[src/rtl/sysctl_pkg.sv]
package sysctl_pkg;
  localparam int unsigned DATA_W    = 32;
  localparam int unsigned WIN_BYTES = 4096;
  localparam int unsigned ADDR_W    = $clog2(WIN_BYTES);

  localparam logic [ADDR_W-1:0] OFF_LED  = 12'h000;
  localparam logic [ADDR_W-1:0] OFF_DBG  = 12'h004;
  localparam logic [ADDR_W-1:0] OFF_BTN  = 12'h008;
  localparam logic [ADDR_W-1:0] OFF_T1   = 12'h010;
  localparam logic [ADDR_W-1:0] OFF_T100 = 12'h014;
  localparam logic [ADDR_W-1:0] OFF_SW   = 12'h028;
  localparam logic [ADDR_W-1:0] OFF_MISC = 12'h04C;

  localparam int unsigned NUM_RATES = 2;

  typedef enum logic [2:0] {
    SEL_NONE, SEL_LED, SEL_DBG, SEL_BTN, SEL_T1, SEL_T100, SEL_SW, SEL_MISC
  } sel_e;
endpackage

[src/rtl/sysctl_decode.sv]
module sysctl_decode
  import sysctl_pkg::*;
#(
  parameter bit HAS_DBGCTRL  = 1'b0,
  parameter bit HAS_SWITCHES = 1'b0
) (
  input  logic [ADDR_W-1:0] addr_i,
  output sel_e              sel_o
);
  always_comb begin
    sel_o = SEL_NONE;
    case (addr_i)
      OFF_LED:  sel_o = SEL_LED;
      OFF_DBG:  sel_o = HAS_DBGCTRL ? SEL_DBG : SEL_NONE;
      OFF_BTN:  sel_o = SEL_BTN;
      OFF_T1:   sel_o = SEL_T1;
      OFF_T100: sel_o = SEL_T100;
      OFF_SW:   sel_o = HAS_SWITCHES ? SEL_SW : SEL_NONE;
      OFF_MISC: sel_o = SEL_MISC;
      default:  sel_o = SEL_NONE;
    endcase
  end
endmodule

[src/rtl/sysctl_sync.sv]
module sysctl_sync #(
  parameter int unsigned W = 1
) (
  input  logic         clk_i,
  input  logic         rst_ni,
  input  logic [W-1:0] d_i,
  output logic [W-1:0] q_o
);
  logic [W-1:0] meta_q, sync_q;

  always_ff @(posedge clk_i or negedge rst_ni) begin
    if (!rst_ni) begin
      meta_q <= '0;
      sync_q <= '0;
    end else begin
      meta_q <= d_i;
      sync_q <= meta_q;
    end
  end

  assign q_o = sync_q;
endmodule

[src/rtl/sysctl_rate_cnt.sv]
module sysctl_rate_cnt
  import sysctl_pkg::*;
#(
  parameter int unsigned DIV = 10
) (
  input  logic              clk_i,
  input  logic              rst_ni,
  input  logic              load_i,
  input  logic [DATA_W-1:0] load_val_i,
  output logic [DATA_W-1:0] cnt_o
);
  localparam int unsigned DW = (DIV > 1) ? $clog2(DIV) : 1;
  localparam logic [DW-1:0] LAST = DW'(DIV - 1);

  logic [DW-1:0]     div_q;
  logic [DATA_W-1:0] cnt_q;
  logic              tick;

  assign tick = (div_q == LAST);

  always_ff @(posedge clk_i or negedge rst_ni) begin
    if (!rst_ni) begin
      div_q <= '0;
      cnt_q <= '0;
    end else if (load_i) begin
      div_q <= '0;               // restart phase on load
      cnt_q <= load_val_i;
    end else if (tick) begin
      div_q <= '0;
      cnt_q <= cnt_q + 1'b1;
    end else begin
      div_q <= div_q + 1'b1;
    end
  end

  assign cnt_o = cnt_q;

  p_step_r7: assert property (@(posedge clk_i) disable iff (!rst_ni)
    !$past(load_i) |-> (cnt_o == $past(cnt_o)) || (cnt_o == $past(cnt_o) + 1'b1));

  p_load_r8: assert property (@(posedge clk_i) disable iff (!rst_ni)
    load_i |=> cnt_o == $past(load_val_i));
endmodule

[src/rtl/sysctl_regbank.sv]
module sysctl_regbank
  import sysctl_pkg::*;
#(
  parameter int unsigned NUM_LEDS     = 2,
  parameter bit          HAS_DBGCTRL  = 1'b0,
  parameter bit          HAS_SWITCHES = 1'b0,
  parameter int unsigned BTN_W        = 2,
  parameter int unsigned SW_W         = 4,
  parameter int unsigned CLK_HZ       = 50_000_000
) (
  input  logic                                 clk_i,
  input  logic                                 rst_ni,
  input  logic [ADDR_W-1:0]                    addr_i,
  input  logic                                 wr_en_i,
  input  logic                                 rd_en_i,
  input  logic [DATA_W-1:0]                    wdata_i,
  output logic [DATA_W-1:0]                    rdata_o,
  output logic                                 err_o,
  output logic [((NUM_LEDS > 0) ? NUM_LEDS : 1)-1:0] led_o,
  input  logic [BTN_W-1:0]                     btn_i,
  input  logic [SW_W-1:0]                      sw_i
);
  sel_e              sel;
  logic              wr, rd;
  logic [DATA_W-1:0] led_word, dbg_q, misc_q, rd_mux, rdata_q;
  logic [DATA_W-1:0] tcnt [NUM_RATES];
  logic [BTN_W-1:0]  btn_s;
  logic [SW_W-1:0]   sw_s;
  logic              err_q;

  assign wr = wr_en_i;
  assign rd = rd_en_i && !wr_en_i;

  sysctl_decode #(.HAS_DBGCTRL(HAS_DBGCTRL), .HAS_SWITCHES(HAS_SWITCHES)) u_dec (
    .addr_i (addr_i),
    .sel_o  (sel)
  );

  sysctl_sync #(.W(BTN_W)) u_sync_btn (.clk_i(clk_i), .rst_ni(rst_ni), .d_i(btn_i), .q_o(btn_s));
  sysctl_sync #(.W(SW_W))  u_sync_sw  (.clk_i(clk_i), .rst_ni(rst_ni), .d_i(sw_i),  .q_o(sw_s));

  // Time counters: index 0 is 1 Hz, index 1 is 100 Hz
  for (genvar g = 0; g < NUM_RATES; g++) begin : g_rate
    localparam int unsigned RATE = (g == 0) ? 1 : 100;
    localparam int unsigned DIV  = (CLK_HZ / RATE > 0) ? CLK_HZ / RATE : 1;
    localparam sel_e        MYSEL = (g == 0) ? SEL_T1 : SEL_T100;
    sysctl_rate_cnt #(.DIV(DIV)) u_cnt (
      .clk_i      (clk_i),
      .rst_ni     (rst_ni),
      .load_i     (wr && (sel == MYSEL)),
      .load_val_i (wdata_i),
      .cnt_o      (tcnt[g])
    );
  end

  // LEDs
  if (NUM_LEDS > 0) begin : g_led
    logic [NUM_LEDS-1:0] led_q;
    always_ff @(posedge clk_i or negedge rst_ni) begin
      if (!rst_ni)                    led_q <= '0;
      else if (wr && sel == SEL_LED)  led_q <= wdata_i[NUM_LEDS-1:0];
    end
    assign led_o    = led_q;
    assign led_word = DATA_W'(led_q);

    p_led_hold_r2: assert property (@(posedge clk_i) disable iff (!rst_ni)
      !(wr && sel == SEL_LED) |=> $stable(led_o));
  end else begin : g_noled
    assign led_o    = '0;
    assign led_word = '0;
  end

  always_ff @(posedge clk_i or negedge rst_ni) begin
    if (!rst_ni) begin
      dbg_q  <= '0;
      misc_q <= '0;
    end else if (wr) begin
      if (sel == SEL_DBG)  dbg_q  <= wdata_i;
      if (sel == SEL_MISC) misc_q <= wdata_i;
    end
  end

  always_comb begin
    rd_mux = '0;
    case (sel)
      SEL_LED:  rd_mux = led_word;
      SEL_DBG:  rd_mux = dbg_q;
      SEL_BTN:  rd_mux = DATA_W'(btn_s);
      SEL_T1:   rd_mux = tcnt[0];
      SEL_T100: rd_mux = tcnt[1];
      SEL_SW:   rd_mux = DATA_W'(sw_s);
      SEL_MISC: rd_mux = misc_q;
      default:  rd_mux = '0;
    endcase
  end

  always_ff @(posedge clk_i or negedge rst_ni) begin
    if (!rst_ni) begin
      rdata_q <= '0;
      err_q   <= 1'b0;
    end else begin
      err_q <= (wr || rd) && (sel == SEL_NONE);
      if (rd) rdata_q <= rd_mux;
    end
  end

  assign rdata_o = rdata_q;
  assign err_o   = err_q;

  p_err_cause_r6: assert property (@(posedge clk_i) disable iff (!rst_ni)
    err_o |-> $past(wr_en_i || rd_en_i));

  p_err_rdata_r6: assert property (@(posedge clk_i) disable iff (!rst_ni)
    (err_o && $past(rd_en_i && !wr_en_i)) |-> rdata_o == '0);

  p_misc_hold_r5: assert property (@(posedge clk_i) disable iff (!rst_ni)
    !(wr && sel == SEL_MISC) |=> $stable(misc_q));

  p_dbg_absent_r4: assert property (@(posedge clk_i) disable iff (!rst_ni)
    !HAS_DBGCTRL |-> dbg_q == '0);
endmodule

[config.mk]
export PLATFORM = sky130hd
export DESIGN_NAME = sysctl_regbank
export DESIGN_NICKNAME = d
export VERILOG_FILES = /design/src/rtl/sysctl_pkg.sv /design/src/rtl/sysctl_decode.sv /design/src/rtl/sysctl_sync.sv /design/src/rtl/sysctl_rate_cnt.sv /design/src/rtl/sysctl_regbank.sv
export SDC_FILE = /design/constraint.sdc
export NUM_CORES = 1
export LEC_CHECK = 0
export ABC_AREA = 1
export CAP_MARGIN = 10
export CORE_MARGIN = 5
export CORE_UTILIZATION = 38
export CTS_CLUSTER_SIZE = 28
export DETAILED_ROUTE_END_ITERATION = 6
export GPL_TIMING_DRIVEN = 0
export PLACE_DENSITY_LB_ADDON = 0.12
export REMOVE_ABC_BUFFERS = 1
export SETUP_SLACK_MARGIN = 0.1
export SLEW_MARGIN = 20
export SYNTH_ARGS = -nofsm -noshare
export SYNTH_HDL_FRONTEND = slang
export SYNTH_SLANG_ARGS = --single-unit
[constraint.sdc]
create_clock -name clk_i -period 3.67 [get_ports clk_i]
set_input_delay 0.9175 -clock clk_i [delete_from_list [all_inputs] [get_ports clk_i]]
set_output_delay 0.9175 -clock clk_i [all_outputs]
set_load 0.005 [all_outputs]
==> metrics.txt, run 1 <==
# TYPE chip_impl_metric gauge
chip_impl_info{name="outcome",value="complete, no violations"} 1
chip_impl_info{name="setup.worst_path.start_class",value="primary input"} 1
chip_impl_metric{name="layout_utilization",unit="%"} 44.9
chip_impl_metric{name="synth_area_per_cell",unit="sq um"} 6.78
chip_impl_metric{name="drt_wl_total",unit="um"} 36000
chip_impl_metric{name="dpl-instance-area",unit="sq um"} 12300
chip_impl_metric{name="cts_buffer_depth",unit=""} 2
chip_impl_metric{name="place_hpwl",unit="um"} 26500
chip_impl_metric{name="htree_num_levels",unit=""} 4
chip_impl_metric{name="drc",unit=""} 0
chip_impl_info{name="synthFlopType",value="dfrtp_1"} 1
chip_impl_info{name="cts_root_buffer",value="clkbuf_16"} 1
chip_impl_metric{name="netlist_instances",unit=""} 1628
chip_impl_metric{name="drt-vias-per-instance",unit=""} 5.05
chip_impl_metric{name="synth.cell_area",unit="sq um"} 11000
chip_impl_metric{name="finish.instance_area",unit="sq um"} 12900
chip_impl_metric{name="synth-async-reset-ratio",unit="%"} 100
chip_impl_metric{name="yosys_warnings",unit=""} 0
chip_impl_metric{name="setup_viol",unit=""} 0
chip_impl_metric{name="globalRoute.totalOverflow",unit=""} 0
chip_impl_metric{name="irDropWorstVdd",unit="mV"} 0.322
chip_impl_metric{name="slew_headroom",unit="%"} 31.3
chip_impl_metric{name="core_area",unit="sq um"} 28700
chip_impl_metric{name="cts_hold_buf",unit=""} 0
chip_impl_metric{name="die_w",unit="um"} 180
chip_impl_metric{name="pwr_density_cell",unit="nW/um^2"} 365
chip_impl_metric{name="port-buffer-count",unit=""} 84
chip_impl_metric{name="final_weighted_congestion_in_routability_driven_placement",unit=""} 0.911
chip_impl_metric{name="die_area",unit="sq um"} 32500
chip_impl_metric{name="hold_violations",unit=""} 0
chip_impl_metric{name="grt_first_pass_wirelength",unit="um"} 57800
chip_impl_metric{name="vias",unit=""} 10569
chip_impl_metric{name="cap_violations",unit=""} 0
chip_impl_metric{name="area.growth.synth_to_final",unit="%"} 16.7
chip_impl_metric{name="fmax",unit="MHz"} 304
chip_impl_metric{name="grt_use_total",unit="%"} 22.3
chip_impl_metric{name="vias_in_the_first_global_route",unit=""} 10201
chip_impl_metric{name="largest_net_degree_at_the_start_of_global_routing",unit=""} 92
chip_impl_metric{name="timing.critical_path.fanout_max",unit=""} 20
chip_impl_metric{name="initialDrtViolationCount",unit=""} 847
chip_impl_metric{name="worst_margin_slew",unit="ns"} 1.03
chip_impl_metric{name="tritoncts.num_buffers",unit=""} 17
chip_impl_info{name="hold_path.class",value="reg2reg"} 1
chip_impl_metric{name="cp.arrival",unit="ns"} 3.61
chip_impl_metric{name="post_cts_buffers",unit=""} 0
chip_impl_info{name="mostFrequentLayoutCell",value="nand2_1"} 1
chip_impl_metric{name="antenna_violations_before_repair",unit=""} 1
chip_impl_metric{name="floorplan.initialDensity",unit="%"} 38.4
chip_impl_metric{name="die_h",unit="um"} 180
chip_impl_info{name="commonest_cells_after_routing_fill_and_taps_aside",value="650 x nand2_1, 196 x nor2_1, 180 x dfrtp_1"} 1
chip_impl_metric{name="design.final.nets",unit=""} 1752
chip_impl_metric{name="layout_cell_share_with_drive_strength_beyond_1",unit="%"} 5.92
chip_impl_info{name="crit_type",value="in2reg"} 1
chip_impl_metric{name="power.leakage",unit="nW"} 6.25
chip_impl_metric{name="synth_seq_area_share",unit="%"} 40.8
chip_impl_metric{name="final-max-slew-violation-count",unit=""} 0
chip_impl_metric{name="fin_crit",unit="ns"} 3.29
chip_impl_metric{name="first_pass_iteration_count_of_the_detailed_router",unit=""} 6
chip_impl_metric{name="synth_cell_type_count",unit=""} 40
chip_impl_info{name="element_type_at_the_critical_path_end",value="register"} 1
chip_impl_metric{name="cts_sink_cnt",unit=""} 180
chip_impl_metric{name="final_antenna_net_count",unit=""} 0
chip_impl_metric{name="finalClockSkew",unit="ns"} 0.0128
chip_impl_metric{name="timing.final.crit_share",unit="%"} 89.5
chip_impl_info{name="cts_tree",value="done"} 1
chip_impl_metric{name="required",unit="ns"} 4.00
chip_impl_metric{name="synth_enable_flop_cells",unit=""} 0
chip_impl_metric{name="std_cell_rows",unit=""} 62
chip_impl_metric{name="n_antenna_cell",unit=""} 0
chip_impl_metric{name="ys_ff_latch",unit=""} 180
chip_impl_metric{name="drt-wirelength-per-cell",unit="um"} 17.2
chip_impl_metric{name="ioPinCount",unit=""} 89
chip_impl_info{name="grt_setup_unrepaired",value="false"} 1
chip_impl_metric{name="clock_latency_reported_for_the_late_side_of_the_worst_skew_pair",unit="ns"} 0.44
chip_impl_metric{name="clk_pin_slew",unit="ns"} 0.08
chip_impl_metric{name="post-layout-total-power",unit="mW"} 4.70
[sequential cells by signal, summed over array words and instances, names as in the netlist]
signal              flops
g_rate.u_cnt.cnt_o     64
g_rate.u_cnt.div_q     45
misc_q                 32
rdata_o                32
led_o                   2
u_sync_btn.meta_q       2
u_sync_btn.q_o          2
err_o                   1
[per-layer routing]
| metal | routed length, um | global-route usage, % | vias up |
|---|---|---|---|
| li1 | - | - | 5243 |
| met1 | 16800 | 31.8 | 5002 |
| met2 | 16600 | 36.4 | 290 |
| met3 | 2010 | 2.70 | 34 |
| met4 | 608 | 5.47 | 0 |
| met5 | 0 | 0 | - |
[power breakdown]
group          internal (mW)  switching, mW
registers               2.08          0.105
logic                  0.189          0.340
clock network           1.06          0.926
[cell families (layout without fill, tap and decap cells)]
group	count (synthesis)	count (layout)	share of synthesized area, %
AOI/OAI and AO/OA	72	72	3.92
DFF	180	180	40.8
buffers and inverters	197	276	7.54
and+or+nand+nor	1126	1126	43.4
xor gates and xnor gates	49	49	3.89
adders and majority gates	4	4	0.454
[worst max-delay path, cell delays in order]
cell and delay [ns]:
clkdlybuf4s50_1 1.15, inv_1 0.33, nor2_4 0.69, nor2_4 0.27, nand3_1 0.16, nand2_1 0.06
[cell usage after synthesis, types with 2 or more instances]
cell type | n | area share, %
buf_2 | 17 | 0.77
buf_4 | 8 | 0.54
buf_6 | 5 | 0.51
clkbuf_1 | 11 | 0.37
clkinv_1 | 8 | 0.27
dfrtp_1 | 180 | 41
ha_1 | 4 | 0.45
inv_1 | 136 | 4.6
inv_2 | 10 | 0.34
nand2_1 | 651 | 22
nand2_2 | 20 | 1.1
nand3_1 | 175 | 7.9
nand3_2 | 4 | 0.36
nand3_4 | 2 | 0.32
nand3b_1 | 5 | 0.34
nand4_1 | 14 | 0.79
nor2_1 | 196 | 6.7
nor2_2 | 8 | 0.45
nor2_4 | 8 | 0.82
nor3_1 | 27 | 1.2
nor3_2 | 2 | 0.18
nor3b_1 | 4 | 0.27
nor4_1 | 3 | 0.17
o211ai_1 | 25 | 1.7
o21ai_0 | 19 | 0.86
o21ai_1 | 23 | 1.0
or2_2 | 3 | 0.17
xnor2_1 | 20 | 1.6
xor2_1 | 29 | 2.3
[area by class of cell]
class	instances	area, sq um
Inverter	155	584
Multi-Input combinational cell	1251	5730
Fill cell	3051	15800
Clock inverter	14	179
Timing Repair Buffer	89	971
Sequential cell	180	4500
Tap cell	384	480
Clock buffer	18	439
[stage by stage]
step	worst slack [ns]	std cells	hold WS, ns	TNS, ns
after floorplan	0.0386	1586	0.331	0
after global placement	-6.52	2054	0.335	-1308.63
after detailed placement	-0.218	2059	0.336	-4.10
after CTS	0.253	2091	0.355	0
after global routing	0.196	2091	0.364	0
final	0.385	2091	0.353	0
[final timing paths]
check	startpoint	slack [ns]	cells past startpoint	to
worst min-delay path	u_sync_btn.meta_q[0]	0.35	0	u_sync_btn.q_o[0]
min in group asynchronous	rst_ni	0.49	2	g_rate[1].u_cnt.div_q[5]
worst max-delay path	wr_en_i	0.38	6	g_rate[0].u_cnt.cnt_o[21]
worst min register to register	u_sync_btn.meta_q[0]	0.35	0	u_sync_btn.q_o[0]
worst max register to register	g_rate[0].u_cnt.div_q[0]	1.50	10	g_rate[0].u_cnt.cnt_o[30]
max in group asynchronous	rst_ni	2.32	3	misc_q[24]
[repair_timing]
item | in CTS | in global routing
endpoints found under the setup margin | 0 | 3
hold endpoints to repair | 0 | 0
gates resized for setup | 0 | 1
No activity file was read; power rests on OpenSTA's default activity.
==> inputs of run 2 (changes only) <==
SYNTH_HIERARCHICAL = 1   (was default)
==> metrics.txt, run 2 <==
# TYPE chip_impl_metric gauge
chip_impl_info{name="outcome",value="complete, no violations"} 1
chip_impl_metric{name="die_area",unit="sq um"} 38000
chip_impl_info{name="cts_root_buffer",value="clkbuf_16"} 1
chip_impl_info{name="mostFrequentLayoutCell",value="nand2_1"} 1
chip_impl_metric{name="slew_headroom",unit="%"} 55.8
chip_impl_info{name="synth.most_common_cell",value="nand2_1"} 1
chip_impl_metric{name="std_cell_rows",unit=""} 67
chip_impl_metric{name="grt_use_total",unit="%"} 20.9
chip_impl_metric{name="clk_pin_slew",unit="ns"} 0.06
chip_impl_metric{name="final_antenna_net_count",unit=""} 0
chip_impl_metric{name="route.met2.wl",unit="um"} 18700
chip_impl_metric{name="place_hpwl",unit="um"} 27500
chip_impl_metric{name="cts_sink_cnt",unit=""} 220
chip_impl_metric{name="worst_margin_slew",unit="ns"} 0.662
chip_impl_metric{name="post-route-worst-setup-slack",unit="ns"} 0.277
chip_impl_info{name="hold_path.class",value="in2async"} 1
chip_impl_metric{name="cp.arrival",unit="ns"} 3.87
chip_impl_metric{name="first_pass_iteration_count_of_the_detailed_router",unit=""} 7
chip_impl_info{name="r2r-end",value="g_rate[0].u_cnt/cnt_o[26]"} 1
chip_impl_metric{name="met3_length",unit="um"} 1580
chip_impl_metric{name="required",unit="ns"} 4.15
chip_impl_metric{name="post-layout-total-power",unit="mW"} 5.53
chip_impl_info{name="synth_area_leader",value="dfrtp_1"} 1
chip_impl_metric{name="power.leakage",unit="nW"} 8.00
chip_impl_metric{name="cap_violations",unit=""} 0
chip_impl_info{name="synthFlopType",value="dfrtp_1"} 1
chip_impl_metric{name="synth_seq_area_share",unit="%"} 42.4
chip_impl_metric{name="synth.cell_area",unit="sq um"} 13000
chip_impl_metric{name="area.growth.synth_to_final",unit="%"} 18.5
chip_impl_metric{name="worst_r2r_setup_slack",unit="ns"} 1.53
chip_impl_metric{name="hold_violations",unit=""} 0
chip_impl_metric{name="detailedPlace.worstSlack",unit="ns"} -3.07
chip_impl_info{name="maxUsedRoutingLayer",value="met4"} 1
chip_impl_metric{name="largest_net_degree_at_the_start_of_global_routing",unit=""} 79
chip_impl_metric{name="synth-async-reset-ratio",unit="%"} 100
chip_impl_metric{name="cts_buffer_depth",unit=""} 3
chip_impl_metric{name="drt-vias-per-instance",unit=""} 5.05
chip_impl_info{name="setup.worst_path.start_class",value="primary input"} 1
chip_impl_metric{name="final_weighted_congestion_in_routability_driven_placement",unit=""} 0.888
chip_impl_metric{name="fin_crit",unit="ns"} 3.39
chip_impl_metric{name="drt-wirelength-per-cell",unit="um"} 16.4
chip_impl_metric{name="synth_enable_flop_cells",unit=""} 0
chip_impl_info{name="synth_area_leaders",value="dfrtp_1 42%, nand2_1 19%, nor2_1 7.7%"} 1
chip_impl_metric{name="final.setup.tns",unit="ns"} 0
chip_impl_info{name="cts_tree",value="done"} 1
chip_impl_metric{name="synth_cell_type_count",unit=""} 42
chip_impl_metric{name="drt_wl_total",unit="um"} 40100
chip_impl_metric{name="port-buffer-count",unit=""} 88
chip_impl_metric{name="vias_in_the_first_global_route",unit=""} 11832
chip_impl_metric{name="fmax",unit="MHz"} 295
chip_impl_metric{name="yosys_warnings",unit=""} 6
chip_impl_metric{name="clock_latency_reported_for_the_late_side_of_the_worst_skew_pair",unit="ns"} 0.55
chip_impl_metric{name="timing.final.crit_share",unit="%"} 92.4
chip_impl_metric{name="grt_first_pass_wirelength",unit="um"} 64800
chip_impl_info{name="netlist_top_cells_count",value="671 x nand2_1, 268 x nor2_1, 220 x dfrtp_1"} 1
chip_impl_info{name="commonest_cells_after_routing_fill_and_taps_aside",value="670 x nand2_1, 265 x nor2_1, 220 x dfrtp_1"} 1
chip_impl_metric{name="layout_cell_share_with_drive_strength_beyond_1",unit="%"} 6.88
chip_impl_metric{name="pwr_density_cell",unit="nW/um^2"} 359
chip_impl_metric{name="irDropWorstVdd",unit="mV"} 0.305
chip_impl_info{name="element_type_at_the_critical_path_end",value="register"} 1
chip_impl_metric{name="tritoncts.num_buffers",unit=""} 27
chip_impl_info{name="crit-reg2reg-launch",value="g_rate[0].u_cnt/cnt_o[1]"} 1
chip_impl_metric{name="initialDrtViolationCount",unit=""} 879
chip_impl_metric{name="netlist_instances",unit=""} 1908
chip_impl_metric{name="die_h",unit="um"} 195
chip_impl_metric{name="n_antenna_cell",unit=""} 0
chip_impl_metric{name="timing.critical_path.fanout_max",unit=""} 47
chip_impl_metric{name="ioPinCount",unit=""} 89
chip_impl_metric{name="design.final.nets",unit=""} 2031
chip_impl_metric{name="antenna_violations_before_repair",unit=""} 0
chip_impl_metric{name="synth_area_per_cell",unit="sq um"} 6.81
chip_impl_metric{name="globalRoute.totalOverflow",unit=""} 0
chip_impl_metric{name="finalClockSkew",unit="ns"} 0.0184
chip_impl_metric{name="core_area",unit="sq um"} 33600
chip_impl_metric{name="vias",unit=""} 12321
chip_impl_info{name="crit_type",value="in2reg"} 1
chip_impl_metric{name="drc",unit=""} 0
chip_impl_metric{name="ys_ff_latch",unit=""} 220
chip_impl_metric{name="floorplan.initialDensity",unit="%"} 38.6
chip_impl_metric{name="htree_num_levels",unit=""} 1
chip_impl_info{name="grt_setup_unrepaired",value="false"} 1
chip_impl_metric{name="die_w",unit="um"} 195
chip_impl_metric{name="final-max-slew-violation-count",unit=""} 0
chip_impl_metric{name="largest_reg_flops",unit=""} 64
chip_impl_metric{name="synth_largest_type_area_fraction",unit="%"} 42.4
chip_impl_metric{name="rr_worst_depth",unit=""} 10
chip_impl_metric{name="setup_viol",unit=""} 0
chip_impl_metric{name="post_route_met1_wirelength",unit="um"} 18700
==> run 2: timing repair <==
action	4_1_cts	5_1_grt
gates resized for setup	15	2
hold buffers	0	0
endpoints found under the hold margin	0	0
gates cloned	3	0
setup buffers	7	0
pin swaps	5	0
setup endpoints to repair	118	31
==> run 2: cells by family after synthesis <==
kind of cell / Yosys count / synth area share [%]
XOR/XNOR: 22 / 1.48
buffers and inverters: 249 / 8.14
AO/OA/AOI/OAI: 183 / 7.43
AND/OR/NAND/NOR: 1230 / 40.2
flip-flops: 220 / 42.4
adder cells (fa/ha/maj): 4 / 0.385
==> run 2: area by class of cell <==
type	instances	area, sq um
clock buffer	36	759
clock inverter	12	98.8
fill	3460	18200
inverter	170	669
multi-input combinational	1442	6570
sequential	220	5510
tap	448	561
timing repair buffer	112	1230
==> run 2: how the worst max path moves through the flow <==
stage / from / end / slack (ns) / cells past startpoint
finish: addr_i[11] / g_rate[1].u_cnt/cnt_o[20] / 0.28 / 16
global placement: rst_ni / rdata_o[25] / -8.48 / 1
CTS: addr_i[11] / g_rate[0].u_cnt/div_q[3] / 0.21 / 13
floorplan: addr_i[11] / g_rate[0].u_cnt/cnt_o[4] / -3.00 / 12
global route: addr_i[11] / g_rate[1].u_cnt/cnt_o[29] / 0.12 / 16
detailed placement: addr_i[10] / g_rate[1].u_cnt/cnt_o[17] / -3.07 / 16
==> run 2: routing by layer <==
layer | vias up | GRT usage (%)
met5 | - | 0
met4 | 0 | 6.44
met3 | 65 | 2.22
met2 | 266 | 34.6
met1 | 5776 | 29.0
li1 | 6214 | -
==> run 2: critical path, stage by stage <==
cell and delay [ns]:
clkdlybuf4s50_1 0.40, nor2_1 0.14, nand2_1 0.09, inv_1 0.13, nand3_2 0.28, nand3_4 0.20
buf_12 0.23, nand3_4 0.13, nor2_4 0.18, clkinv_4 0.20, buf_12 0.24, nand2_8 0.22
inv_6 0.16, nor2_1 0.14, nand2_1 0.06, nand2_1 0.06
==> run 2: where the power goes <==
| part | internal, mW | switching (mW) |
|---|---|---|
| clock | 1.52 | 1.08 |
| combinational | 0.139 | 0.237 |
| sequential | 2.49 | 0.0593 |
==> run 2: metrics by stage <==
stage	std cells	hold WS, ns	utilization (%)	cell area (sq um)
after floorplan	1829	0.331	-	12600
after global placement	2365	0.334	41.7	14000
after detailed placement	2382	0.336	42.8	14400
after CTS	2440	0.335	45.8	15400
after global routing	2440	0.337	45.8	15400
final	2440	0.305	45.8	15400
